<file path="config.mk">
export PLATFORM = sky130hd
export DESIGN_NAME = seg_xlate_unit
export DESIGN_NICKNAME = d
export VERILOG_FILES = /design/src/rtl/seg_xlate_pkg.sv /design/src/rtl/seg_xlate_ctrl.sv /design/src/rtl/seg_xlate_dpath.sv /design/src/rtl/seg_xlate_unit.sv
export SDC_FILE = /design/constraint.sdc
export NUM_CORES = 1
export LEC_CHECK = 0
export ABC_CLOCK_PERIOD_IN_PS = 9300
export BUFFER_PORTS_ARGS = -buffer_cell sky130_fd_sc_hd__buf_2
export CORE_ASPECT_RATIO = 0.8
export CORE_MARGIN = 5
export CORE_UTILIZATION = 30
export CTS_BUF_LIST = sky130_fd_sc_hd__clkbuf_4
export CTS_CLUSTER_DIAMETER = 80
export DETAILED_ROUTE_END_ITERATION = 6
export SYNTH_ARGS = -nofsm -noshare
export SYNTH_HDL_FRONTEND = slang
export SYNTH_SLANG_ARGS = --single-unit
</file>
<file path="constraint.sdc">
create_clock -name clk -period 9.3 [get_ports clk]
set_clock_uncertainty 0.05 [all_clocks]
set_input_delay 1.86 -clock clk [delete_from_list [all_inputs] [get_ports clk]]
set_output_delay 1.86 -clock clk [all_outputs]
set_load 0.01 [all_outputs]
</file>
<file path="src/rtl/seg_xlate_pkg.sv">
package seg_xlate_pkg;

  localparam int ADDR_W = 32;
  localparam int SEL_W  = 16;

  typedef struct packed {
    logic latchReq;   // capture load request into pending registers
    logic issueRd;    // drive a read request this cycle
    logic addrHi;     // read address selects the upper descriptor word
    logic captLo;     // store the lower descriptor word
    logic commit;     // write decoded descriptor to its destination
  } ctrlStrobe_t;

  typedef struct packed {
    logic [ADDR_W-1:0] base;
    logic [ADDR_W-1:0] limit;   // effective, already scaled
    logic              opSize32;
  } segCache_t;

  function automatic segCache_t decodeDesc(input logic [31:0] lo, input logic [31:0] hi);
    segCache_t r;
    logic [19:0] rawLimit;
    rawLimit   = {hi[19:16], lo[15:0]};
    r.base     = {hi[31:24], hi[7:0], lo[31:16]};
    r.limit    = hi[23] ? {rawLimit, 12'hFFF} : {12'h000, rawLimit};
    r.opSize32 = hi[22];
    return r;
  endfunction

endpackage

</file>
<file path="src/rtl/seg_xlate_ctrl.sv">
module seg_xlate_ctrl
  import seg_xlate_pkg::*;
(
  input  logic        clk,
  input  logic        rstN,
  input  logic        segWe,
  input  logic        ldtWe,
  input  logic        outOfRange,
  input  logic        memRdValid,
  output ctrlStrobe_t strobe,
  output logic        memRdEn,
  output logic        busy,
  output logic        loadDone,
  output logic        loadFault
);

  typedef enum logic [1:0] {S_IDLE, S_CHECK, S_WAIT_LO, S_WAIT_HI} state_t;

  state_t stateQ, stateD;
  logic   faultD;

  always_comb begin
    stateD = stateQ;
    strobe = '0;
    faultD = 1'b0;
    case (stateQ)
      S_IDLE: begin
        if (segWe || ldtWe) begin
          strobe.latchReq = 1'b1;
          stateD          = S_CHECK;
        end
      end
      S_CHECK: begin
        if (outOfRange) begin
          faultD = 1'b1;
          stateD = S_IDLE;
        end else begin
          strobe.issueRd = 1'b1;
          stateD         = S_WAIT_LO;
        end
      end
      S_WAIT_LO: begin
        strobe.addrHi = 1'b1;
        if (memRdValid) begin
          strobe.captLo  = 1'b1;
          strobe.issueRd = 1'b1;
          stateD         = S_WAIT_HI;
        end
      end
      S_WAIT_HI: begin
        strobe.addrHi = 1'b1;
        if (memRdValid) begin
          strobe.commit = 1'b1;
          stateD        = S_IDLE;
        end
      end
      default: stateD = S_IDLE;
    endcase
  end

  always_ff @(posedge clk) begin
    if (!rstN) begin
      stateQ    <= S_IDLE;
      loadDone  <= 1'b0;
      loadFault <= 1'b0;
    end else begin
      stateQ    <= stateD;
      loadDone  <= strobe.commit;
      loadFault <= faultD;
    end
  end

  assign memRdEn = strobe.issueRd;
  assign busy    = (stateQ != S_IDLE);

endmodule

</file>
<file path="src/rtl/seg_xlate_dpath.sv">
module seg_xlate_dpath
  import seg_xlate_pkg::*;
#(
  parameter int NUM_SEGS = 4,
  localparam int SEG_W   = (NUM_SEGS > 1) ? $clog2(NUM_SEGS) : 1
) (
  input  logic              clk,
  input  logic              rstN,
  input  ctrlStrobe_t       strobe,
  input  logic              busy,
  input  logic              gdtWe,
  input  logic [ADDR_W-1:0] gdtBaseIn,
  input  logic [15:0]       gdtLimitIn,
  input  logic              segWe,
  input  logic [SEG_W-1:0]  segIdx,
  input  logic [SEL_W-1:0]  segSelIn,
  input  logic [SEL_W-1:0]  ldtSelIn,
  input  logic [31:0]       memRdData,
  output logic [ADDR_W-1:0] memRdAddr,
  output logic              outOfRange,
  input  logic              xlReq,
  input  logic [SEG_W-1:0]  xlSeg,
  input  logic [ADDR_W-1:0] xlOffset,
  output logic              xlValid,
  output logic [ADDR_W-1:0] xlLinear,
  output logic              xlFault,
  output logic [NUM_SEGS-1:0] segOpSize32
);

  localparam int IDX_W = SEL_W - 3;

  // table registers
  logic [ADDR_W-1:0] gdtBaseQ, ldtBaseQ, ldtLimitQ;
  logic [15:0]       gdtLimitQ;

  // pending load
  logic [SEL_W-1:0]  pendSelQ;
  logic              pendIsLdtQ;
  logic [SEG_W-1:0]  pendSegQ;
  logic [31:0]       loWordQ;

  always_ff @(posedge clk) begin
    if (!rstN) begin
      gdtBaseQ  <= '0;
      gdtLimitQ <= '0;
    end else if (gdtWe) begin
      gdtBaseQ  <= gdtBaseIn;
      gdtLimitQ <= gdtLimitIn;
    end
  end

  always_ff @(posedge clk) begin
    if (!rstN) begin
      pendSelQ   <= '0;
      pendIsLdtQ <= 1'b0;
      pendSegQ   <= '0;
      loWordQ    <= '0;
    end else begin
      if (strobe.latchReq) begin
        pendSelQ   <= segWe ? segSelIn : ldtSelIn;
        pendIsLdtQ <= !segWe;
        pendSegQ   <= segIdx;
      end
      if (strobe.captLo) loWordQ <= memRdData;
    end
  end

  // table selection and bound check
  logic              useLocal;
  logic [ADDR_W-1:0] tblBase, tblLimit, descOfs, descAddr;
  logic [IDX_W-1:0]  descIdx;

  always_comb begin
    useLocal  = !pendIsLdtQ && pendSelQ[2];
    descIdx   = pendSelQ[SEL_W-1:3];
    tblBase   = useLocal ? ldtBaseQ  : gdtBaseQ;
    tblLimit  = useLocal ? ldtLimitQ : {{(ADDR_W-16){1'b0}}, gdtLimitQ};
    descOfs   = {{(ADDR_W-SEL_W){1'b0}}, descIdx, 3'b000};
    descAddr  = tblBase + descOfs;
    outOfRange = ({1'b0, descOfs} + (ADDR_W+1)'(7)) > {1'b0, tblLimit};
    memRdAddr = descAddr + (strobe.addrHi ? ADDR_W'(4) : ADDR_W'(0));
  end

  segCache_t decoded;
  assign decoded = decodeDesc(loWordQ, memRdData);

  always_ff @(posedge clk) begin
    if (!rstN) begin
      ldtBaseQ  <= '0;
      ldtLimitQ <= '0;
    end else if (strobe.commit && pendIsLdtQ) begin
      ldtBaseQ  <= decoded.base;
      ldtLimitQ <= decoded.limit;
    end
  end

  // hidden descriptor cache, one entry per segment
  segCache_t cacheQ [NUM_SEGS];

  for (genvar g = 0; g < NUM_SEGS; g++) begin : g_seg
    always_ff @(posedge clk) begin
      if (!rstN) begin
        cacheQ[g] <= '0;
      end else if (strobe.commit && !pendIsLdtQ && (pendSegQ == SEG_W'(g))) begin
        cacheQ[g] <= decoded;
      end
    end
    assign segOpSize32[g] = cacheQ[g].opSize32;
  end

  // translation
  segCache_t selEntry;
  logic      accept;

  always_comb begin
    selEntry = cacheQ[xlSeg];
    accept   = xlReq && !busy;
  end

  always_ff @(posedge clk) begin
    if (!rstN) begin
      xlValid  <= 1'b0;
      xlLinear <= '0;
      xlFault  <= 1'b0;
    end else begin
      xlValid <= accept;
      if (accept) begin
        xlLinear <= selEntry.base + xlOffset;
        xlFault  <= xlOffset > selEntry.limit;
      end else begin
        xlFault  <= 1'b0;
      end
    end
  end

endmodule

</file>
<file path="src/rtl/seg_xlate_unit.sv">
module seg_xlate_unit
  import seg_xlate_pkg::*;
#(
  parameter int NUM_SEGS = 4,
  localparam int SEG_W   = (NUM_SEGS > 1) ? $clog2(NUM_SEGS) : 1
) (
  input  logic                clk,
  input  logic                rstN,
  input  logic                gdtWe,
  input  logic [31:0]         gdtBaseIn,
  input  logic [15:0]         gdtLimitIn,
  input  logic                ldtWe,
  input  logic [15:0]         ldtSelIn,
  input  logic                segWe,
  input  logic [SEG_W-1:0]    segIdx,
  input  logic [15:0]         segSelIn,
  output logic                memRdEn,
  output logic [31:0]         memRdAddr,
  input  logic                memRdValid,
  input  logic [31:0]         memRdData,
  input  logic                xlReq,
  input  logic [SEG_W-1:0]    xlSeg,
  input  logic [31:0]         xlOffset,
  output logic                xlValid,
  output logic [31:0]         xlLinear,
  output logic                xlFault,
  output logic                busy,
  output logic                loadDone,
  output logic                loadFault,
  output logic [NUM_SEGS-1:0] segOpSize32
);

  ctrlStrobe_t strobe;
  logic        outOfRange;

  seg_xlate_ctrl u_ctrl (
    .clk        (clk),
    .rstN       (rstN),
    .segWe      (segWe),
    .ldtWe      (ldtWe),
    .outOfRange (outOfRange),
    .memRdValid (memRdValid),
    .strobe     (strobe),
    .memRdEn    (memRdEn),
    .busy       (busy),
    .loadDone   (loadDone),
    .loadFault  (loadFault)
  );

  seg_xlate_dpath #(.NUM_SEGS(NUM_SEGS)) u_dpath (
    .clk         (clk),
    .rstN        (rstN),
    .strobe      (strobe),
    .busy        (busy),
    .gdtWe       (gdtWe),
    .gdtBaseIn   (gdtBaseIn),
    .gdtLimitIn  (gdtLimitIn),
    .segWe       (segWe),
    .segIdx      (segIdx),
    .segSelIn    (segSelIn),
    .ldtSelIn    (ldtSelIn),
    .memRdData   (memRdData),
    .memRdAddr   (memRdAddr),
    .outOfRange  (outOfRange),
    .xlReq       (xlReq),
    .xlSeg       (xlSeg),
    .xlOffset    (xlOffset),
    .xlValid     (xlValid),
    .xlLinear    (xlLinear),
    .xlFault     (xlFault),
    .segOpSize32 (segOpSize32)
  );

endmodule

</file>
Yosys cells after proc, flatten, opt, wreduce, memory -nomap -nowiden

Memories as Yosys holds them, arrays and structs flattened.
Cells that the tools add are included.
W data, S select, Z words.

Memory bits (writable): 260
Word-level logic and storage cells: 89
Register bits: 201
Memories kept: 1
Bits of input ports: 155

Memory list:

| name           | words | bits a word | read ports | clocked after memory_dff | wr ports | RTL line              | text |
|---|---|---|---|---|---|---|---|
| u_dpath.cacheQ | 4     | 65          | 5          | 0                        | 4        | seg_xlate_dpath.sv:98 | `segCache_t cacheQ [NUM_SEGS];` |

Bitwise operators: 4
Muxes and demuxes: 36
$lt $le $gt $ge: 2
$add $sub $neg: 4
Equality and inequality tests: 9
Reduce and logical (&&, ||, !) cells: 19

Operators with widths:

| cell                    | count |
|---|---|
| $mux W65                | 4 |
| $mux W32                | 3 |
| $add A32 B32 Y32        | 2 |
| $gt A33 B32 Y1          | 1 |
| $add A32 B16 Y32        | 1 |
| $gt A32 B32 Y1          | 1 |
| $mux W1                 | 21 |
| $add A16 B3 Y17 const B | 1 |
| $mux W16                | 1 |
| $eq A2 B2 Y1 const B    | 4 |
| $logic_and A1 B1 Y1     | 8 |
| $mux W2                 | 4 |
| $pmux W2 S4             | 1 |
| $eq A2 B1 Y1 const B    | 2 |
| $logic_not A2 Y1        | 2 |
| $ne A2 B2 Y1 const B    | 2 |
| $or A1 B1 Y1            | 4 |
| $reduce_and A2 Y1       | 2 |
| $logic_not A1 Y1        | 3 |
| $mux W3                 | 1 |
| $reduce_and A3 Y1       | 1 |
| $ne A2 B1 Y1 const B    | 1 |
| $pmux W1 S2             | 1 |
| $reduce_bool A2 Y1      | 1 |
| other kinds (2)         | 2 |

Depth between registers and ports, before layout

Gate-level depths: netlist of the first run.

Depth after elaboration: 8
Depth in mapped cells: 19
Gate-level depth less buffers: 14

By module

From an unflattened synthesis of the first run, not the netlist that was laid out.

Cells, all modules: 2082
Area, all modules: 22914.5 sq um

Modules (own cells, without submodules):

| module          | area an instance (sq um) | cells each | times used | sequential area each (sq um) |
|---|---|---|---|---|
| seg_xlate_dpath | 22606.7                  | 2048       | 1          | 11711.2 |
| seg_xlate_ctrl  | 307.8                    | 34         | 1          | 80.1 |

Least setup slack after synthesis of the first run

Ideal clock, no wire load.

Path kind: input port to flip-flop
Start: in memRdValid
End: mem u_dpath.cacheQ[0][0] (netlist name) (enable)
Stages on the path: 4
Setup slack: 1.535 ns
Arrival time: 7.131 ns
Cell sequence: nand2_1 -> or2_2 -> clkbuf_1 -> o31ai_1

RTL lines:

| what        | RTL line              | text |
|---|---|---|
| from (decl) | seg_xlate_unit.sv:19  | `input logic memRdValid,` |
| to (decl)   | seg_xlate_dpath.sv:98 |  |

Final worst setup path of the first run

Start: reg u_dpath.pendSelQ[2]
End: out memRdAddr[30]

Longest elaborated chain between the ends: 4

Ends and longest elaborated chain:

| what                   | RTL line              | text |
|---|---|---|
| from (decl)            | seg_xlate_dpath.sv:37 | `logic [SEL_W-1:0] pendSelQ;` |
| from (signal assigned) | seg_xlate_dpath.sv:60 | `pendSelQ <= segWe ? segSelIn : ldtSelIn;` |
| $logic_and A1 B1 Y1    | seg_xlate_dpath.sv:74 | `useLocal = !pendIsLdtQ && pendSelQ[2];` |
| $mux W32               | seg_xlate_dpath.sv:76 | `tblBase = useLocal ? ldtBaseQ : gdtBaseQ;` |
| $add A32 B16 Y32       | seg_xlate_dpath.sv:79 | `descAddr = tblBase + descOfs;` |
| $add A32 B32 Y32       | seg_xlate_dpath.sv:81 | `memRdAddr = descAddr + (strobe.addrHi ? ADDR_W'(4) : ADDR_W'(0));` |
| to (decl)              | seg_xlate_unit.sv:18  | `output logic [31:0] memRdAddr,` |

No other way between the ends.

==> results of run 1 <==
[worst reg2reg max path: cells and delay by family (launching register included)]
kind | cells | cell delay, ps
adder cells (fa/ha/maj) | 1 | 420
flip-flops | 1 | 370
multiplexers | 1 | 530
AO/OA/AOI/OAI | 6 | 1740
AND/OR/NAND/NOR | 2 | 330
[worst paths after layout]
path / endpoint / slack (ps)
max reg2reg: u_dpath.xlLinear[28] / 5770
min: u_dpath.xlLinear[0] / 400
min reg2reg: u_dpath.xlLinear[0] / 400
max: memRdAddr[30] / 2200
[layout make-up]
type / count / share of cell area
clock buffers: 161 / 0.04602
repair buffers: 250 / 0.05021
diodes: 13 / 0.001239
flip-flops and latches: 459 / 0.4489
well taps: 1012 / 0.04821
multi-input cells: 1498 / 0.3865
clock inverters: 50 / 0.01139
inverters: 51 / 0.007479
[flip-flops by register name, summed over array words and instances (netlist names), named ones only]
name and count:
u_dpath.xlValid 1, u_dpath.pendSelQ 14, u_dpath.cacheQ 260, u_dpath.pendIsLdtQ 1, u_ctrl.stateQ 1, u_dpath.ldtBaseQ 32
u_dpath.xlLinear 32, u_ctrl.loadDone 1, u_dpath.pendSegQ 2, u_ctrl.loadFault 1, u_dpath.xlFault 1, u_dpath.gdtBaseQ 32
u_dpath.ldtLimitQ 32, u_dpath.loWordQ 32, u_dpath.gdtLimitQ 16
[cells by family (layout without fill, tap and decap cells)]
family                   Yosys count  count (layout)  synth area share
AND/OR/NAND/NOR                  851             851            0.1709
flip-flops                       459             459            0.5222
AO/OA/AOI/OAI                    346             346           0.09764
buffers and inverters            180             512           0.03125
multiplexers                     165             165            0.1087
adder cells (fa/ha/maj)           96              96           0.05386
XOR/XNOR                          40              40           0.01552
other                              0              13                 0
[layout by cell type (no fill, tap or decap), types with 12 or more instances in the layout]
master	n
a211oi_1	41
a21o_1	44
a21oi_1	155
and2_1	141
buf_2	223
buf_4	27
clkbuf_4	161
clkinv_1	33
dfxtp_1	199
diode_2	13
edfxtp_1	260
ha_1	94
inv_1	50
mux2i_1	100
mux4_2	64
nand2_1	280
nand3_1	39
nand4_1	18
nor2_1	293
nor3_1	16
o21ai_0	30
xnor2_1	28
xor2_1	12
[layer usage]
layer,wire length [um],part of all wire,global-route usage,vias up
li1,-,-,-,8162
met2,31130,0.45,0.2541,641
met1,31410,0.45,0.2362,8501
met5,27,0.00039,0,-
met3,5599,0.080,0.04643,105
met4,1606,0.023,0.04655,4
[power breakdown]
group / switching [mW] / internal [mW]
clock: 0.870 / 0.890
combinational: 0.446 / 0.277
sequential: 0.0509 / 2.22
total: 1.37 / 3.39
[per-stage QoR]
| stage | utilization | power, mW | area (um^2) |
|---|---|---|---|
| after CTS | 0.3498 | 4.805 | 26230 |
| after floorplan | - | 2.782 | 22580 |
| after detailed placement | 0.3297 | 3.047 | 24730 |
| after global routing | 0.3500 | 4.991 | 26250 |
| after global placement | 0.3297 | 3.028 | 24730 |
| final | 0.3502 | 4.758 | 26270 |
==> metrics.md, run 1 <==
| Metric | Value |
|---|---|
| Core ar. | 0.07500 mm^2 |
| Critical Path, Cell by Cell | nor2b_4, buf_4, nand2_1, nand2_1, ha_1, inv_1, fa_1, nor2b_1, o21a_1, o21ai_2, a211oi_2, nor3_2, or4b_4, nor3_2, xnor2_1, buf_2 |
| CTS tree | done |
| Setup violations, final | 0 |
| Hold-fix buffers, CTS | 0 |
| Hold path start | u_dpath.xlLinear[0] |
| Critical path depth | 16 |
| PwrDens | 181.1 mW/mm^2 |
| CP Class | reg2out |
| Mapped Nets | 2388 |
| Crit path buffers/inverters | 3 |
| Cell Area, Synth | about 0.023 mm^2 |
| Max Cap Violations | 0 |
| Antenna violations before repair | 10 |
| Area leader, netlist | edfxtp_1 |
| Post-CTS setup buffer count | 0 |
| Max incr delay on CP | 590 ps |
| Residual DRC | 0 |
| Hold_ws | 400.3 ps |
| Initial core utilization | 0.3011 |
| Crit-path slowest cell | or4b_4 |
| CTS buffer count | 113 |
| Hold path cells | 2 |
| Main synth FF type | edfxtp_1 |
| Fillers | 7535 |
| Worst reg2reg path depth | 10 |
| Async set-reset flop share out of synthesis | 0 |
| CP delay by family, top | simple AND/OR/NAND/NOR gates |
| Static leakage | 10.55 nW |
| Worst Path Arrival | 5190 ps |
| Status | finished, final reports clean |
| Post-layout min period | 7103 ps |
| Fraction of layout cells with a size suffix above 1 | 0.2130 |
| DP Cell Count | 3270 |
| Root Buffer | clkbuf_4 |
| Final WS setup | between 2000 and 2500 ps |
| Post-synth top cells | nor2_1 (294), nand2_1 (280), edfxtp_1 (260), dfxtp_1 (199), a21oi_1 (155) |
| Grt ovf | 0 |
| ANT nets after route | 0 |
| Post-synth EDFFs | 260 |
| Final Cycle Share | 0.7637 |
| GP Congestion | 0.8858 |
| RSZ-0062 raised after global routing | no |
| RR Startpoint | u_dpath.cacheQ[2][40] |
| Slew HR | 0.2057 |
| Area occupied by registers | roughly 0.012 mm^2 |
| Largest net degree at the start of global routing | 111 |
| Peak VDD IR | 0.09917 mV |
| Worst skew pair latency | just over 900 ps |
| Number of placed I/O pins | 229 |
| CP Launch Point | u_dpath.pendSelQ[2] |
| Clock tree buffer depth | 3 |
| Die X-Extent | 316.7 um |
| Worst-Margin Slew | 1190 ps |
| Most common cell in the netlist | nor2_1 |
| Register area share after synthesis | 0.5222 |
| Area growth, synth to finish | 16.32% |
| CTS sink count | 459 |
| Final Hold Viols | 0 |
| Multi-input logic area | 0.01015 mm^2 |
| CP required | 7390 ps |
| H-tree depth | 3 |
| Via density | roughly 5 |
| Detailed Route WL | 69780 um |
| Seq cells post-synth | 459 |
| DP HPWL | 49110 um |
| Cells after Synth | between 2000 and 2500 |
| Ys Warns | 0 |
| CP endpoint kind | primary output |
| Gr usage total | 0.1677 |
| Worst setup SP type | register |
| Die Height | between 200 and 300 um |
| Post-synth cell types | 73 |
| Syn Area/Cell | 10.57 um^2 |
| Critical Path Fanout Max | 45 |
| CTS clk-pin slew, worst paths | 70 ps |
| Row count | 90 |
| Iter 0 DRT Violations | 1623 |
| Non-filler cells, final | 3494 |
| Pre-CTS setup slack | 3120 ps |
| First-pass GRT wire length | between 100000 and 150000 um |
| DR pass1 iterations | 5 |
| Cts repair resizes | 0 |
| Vias in the first global route | 16900 |
| Slew Viols, Final | 0 |
| Nets | 2624 |
| Port Buf Inserts | 224 |
| Top post-synthesis cells by area | edfxtp_1 (35%), dfxtp_1 (18%), mux4_2 (6.4%), ha_1 (5.2%), nor2_1 (4.9%) |
| HP Class | reg2reg |
| Synth top area share | 0.3458 |
| Setup_tns | 0 ps |
| Routed via count | 17410 |
| Drt wl/cell | 19.97 um |
| Achievable frequency | between 100 and 150 MHz |
| Die area | approximately 0.081 mm^2 |
No activity file was read; power rests on OpenSTA's default activity.
==> run 2, diff against run 1 <==
--- a/config.mk
+++ b/config.mk
@@ -5,7 +5,7 @@
 export SDC_FILE = /design/constraint.sdc
 export NUM_CORES = 1
 export LEC_CHECK = 0
-export ABC_CLOCK_PERIOD_IN_PS = 9300
+export ABC_CLOCK_PERIOD_IN_PS = 6250
 export BUFFER_PORTS_ARGS = -buffer_cell sky130_fd_sc_hd__buf_2
 export CORE_ASPECT_RATIO = 0.8
 export CORE_MARGIN = 5
==> constraint.sdc (replaced) <==
create_clock -name clk -period 6.25 [get_ports clk]
set_clock_uncertainty 0.05 [all_clocks]
set_input_delay 1.25 -clock clk [delete_from_list [all_inputs] [get_ports clk]]
set_output_delay 1.25 -clock clk [all_outputs]
set_load 0.01 [all_outputs]
==> run 2 against run 1 <==
  * Critical path depth shrank 1
  * Wire length fell by 0.56%
  * Count of clock-buffer cells in the layout up 16
  * Design area grew 0.22%
  * Core utilization is 0.077 points higher
  * Non-clock buffer count up 4
  * Sequential power up 49%
  * Global-route usage decreased by 0.12 points
  * Register-to-register slack worse by 3100 ps
  * Sequential share of layout area is 0.098 points lower
  * Critical path type unchanged
==> metrics.md, run 2 (synthesis gave the netlist of run 1 again) <==
| Metric | Value |
|---|---|
| CTS clk-pin slew, worst paths | 60 ps (about the same) |
| PwrDens | 270.5 mW/mm^2 (+49%) |
| Drt wl/cell | 19.89 um (-0.42%) |
| Antenna violations before repair | 8 (-2) |
| Number of placed I/O pins | 229 (unchanged) |
| Gr usage total | 0.1664 (-0.001208) |
| Die Height | 255.4 um (unchanged) |
| Slew Viols, Final | 0 (unchanged) |
| Worst Path Arrival | 4570 ps (-620 ps) |
| DR pass1 iterations | 6 (+1) |
| Setup violations, final | 0 (unchanged) |
| Routed via count | 17240 (-0.98%) |
| Peak VDD IR | 0.1296 mV (+31%) |
| Max reg flops | 260 (unchanged) |
| DP HPWL | 49430 um (+0.65%) |
| GP Congestion | 0.8979 (+1.4%) |
| Setup_tns | 0 ps (unchanged) |
| Final Cell Area | 0.02632 mm^2 (+0.22%) |
| Final Util | 0.3510 (+0.0007670) |
| Critical Path, Cell by Cell | nand2b_2, nand2_1, nand2_1, ha_1, inv_1, fa_1, nor2b_1, o21a_1, o21ai_2, a211oi_2, nor3_2, or4b_4, nor3_2, xnor2_1, buf_2 |
| Static leakage | 10.60 nW (+0.45%) |
| Largest net degree at the start of global routing | 117 (+5.4%) |
| Area after DPL | 0.02477 mm^2 (+0.17%) |
| Grt ovf | 0 (unchanged) |
| Busiest layer in global routing | met2 |
| Max incr delay on CP | 580 ps (about the same) |
| CP required | 4950 ps (-2440 ps) |
| Area growth, synth to finish | 16.57% |
| H-tree depth | 3 (unchanged) |
| Final WS setup | 383.1 ps (-1814 ps) |
| CP Class | reg2out |
| Met2 usage | 0.2584 (+0.004336) |
| Most frequent cells in the layout | nor2_1 (293), nand2_1 (280), edfxtp_1 (260) |
| Commonest non-fill, non-tap cell in the layout | nor2_1 |
| Clock tree buffer depth | 3 (unchanged) |
| M3 GR Usage | 0.03516 (-0.01126) |
| Detailed Route WL | 69380 um (-0.56%) |
| Achievable frequency | ~170 MHz |
| Nets | 2629 (+0.19%) |
| GR Layer Usage met1 | 0.2376 (+0.001378) |
| Die X-Extent | 316.7 um (unchanged) |
| ANT nets after route | 0 (unchanged) |
| Post-layout min period | 5867 ps |
| Critical Path Fanout Max | 14 (-69%) |
| Status | finished, final reports clean |
| Slew HR | 0.2900 (+0.08433) |
| Crit-path slowest cell | or4b_4 |
| Final Cycle Share | 0.9387 |
| Worst-Margin Slew | 1065 ps (-125.2 ps) |
| Fillers | 7625 (+1.2%) |
| CTS sink count | 459 (unchanged) |
| Hold-fix buffers, CTS | 0 (unchanged) |
| Fraction of layout cells with a size suffix above 1 | 0.2180 (+0.004949) |
| Worst skew pair latency | 880 ps (-30 ps) |
| First-pass GRT wire length | 103200 um (-0.86%) |
| CP delay by family, top | simple AND/OR/NAND/NOR gates |
| Final Hold Viols | 0 (unchanged) |
| Largest reg by FF count | u_dpath.cacheQ |
| Port Buf Inserts | 224 (unchanged) |
| Residual DRC | 0 (unchanged) |
| Max Cap Violations | 0 (unchanged) |
| Via density | 4.942 (-0.83%) |
| Iter 0 DRT Violations | 1434 (-12%) |
| Vias in the first global route | 16870 (-0.14%) |
| Core ar. | 0.07500 mm^2 (unchanged) |
| Die area | 0.08089 mm^2 (unchanged) |
| RSZ-0062 raised after global routing | no |
| Pre-CTS setup slack | 1265 ps (-1855 ps) |
| Post-CTS setup buffer count | 0 (unchanged) |
| CTS buffer count | 114 (+0.88%) |
| Row count | 90 (unchanged) |
| Root Buffer | clkbuf_4 |
| CTS tree | done |
| HP Class | reg2reg |
| Crit path buffers/inverters | 2 (-1) |
| Worst setup SP type | register |
| Cts repair resizes | 0 (unchanged) |
| Initial core utilization | 0.3011 (unchanged) |
| CP endpoint kind | primary output |
run 2: cell count changes in the layout (fill, tap and decap cells not counted):
cell,before,now
buf_12,0,1
diode_2,13,9
clkbuf_4,161,177
buf_4,27,30
clkinvlp_4,2,1
clkinv_4,0,1
clkinv_2,8,2
inv_6,4,2
clkinv_1,33,20
run 2: report_power, final:
group / switching (mW) / total [mW] / internal, mW
Combinational: 0.662 / 1.08 / 0.418
Sequential: 0.0776 / 3.39 / 3.31
Clock: 1.25 / 2.65 / 1.41
run 2: worst paths after layout:
kind	slack (ps)	from	depth (start not counted)	end
setup reg to reg	2700	u_dpath.cacheQ[3][35]	10	u_dpath.xlLinear[28]
setup / recovery	380	u_dpath.pendIsLdtQ	15	memRdAddr[30]
hold reg to reg	400	u_dpath.xlLinear[16]	2	u_dpath.xlLinear[16]
hold / removal	400	u_dpath.xlLinear[16]	2	u_dpath.xlLinear[16]
run 2: layout make-up:
type | instances | area [um^2] | share of cell area
diodes | 9 | 22.52 | 0.0008556
inverters | 51 | 196.4 | 0.007463
multi-input cells | 1498 | 10150 | 0.3857
clock inverters | 29 | 203.9 | 0.007748
flip-flops and latches | 459 | 11790 | 0.4480
repair buffers | 254 | 1361 | 0.05172
well taps | 1012 | 1266 | 0.04810
clock buffers | 177 | 1329 | 0.05048
run 2: stage by stage:
step	instances	hold slack (ps)	power, mW
final	3489	400.0	7.121
after global routing	3484	424.6	7.466
after CTS	3480	400.4	7.203
after detailed placement	3274	391.8	4.537
after global placement	3274	393.9	4.506
after floorplan	2137	386.0	4.138
run 2: metal layers:
| metal | wire (um) | vias up |
|---|---|---|
| li1 | - | 8160 |
| met1 | 31520 | 8434 |
| met2 | 31680 | 551 |
| met3 | 4742 | 94 |
| met4 | 1410 | 4 |
| met5 | 27 | - |
run 2: worst reg2reg max path, stage by stage, from the launching register on:
cell and delay (ps):
edfxtp_1 360, mux4_2 540, ha_1 380, a21o_1 160
nand4_1 190, a21oi_1 240, o211ai_1 180, a311oi_1 610
o211ai_1 230, a2111o_1 410, o211ai_1 80
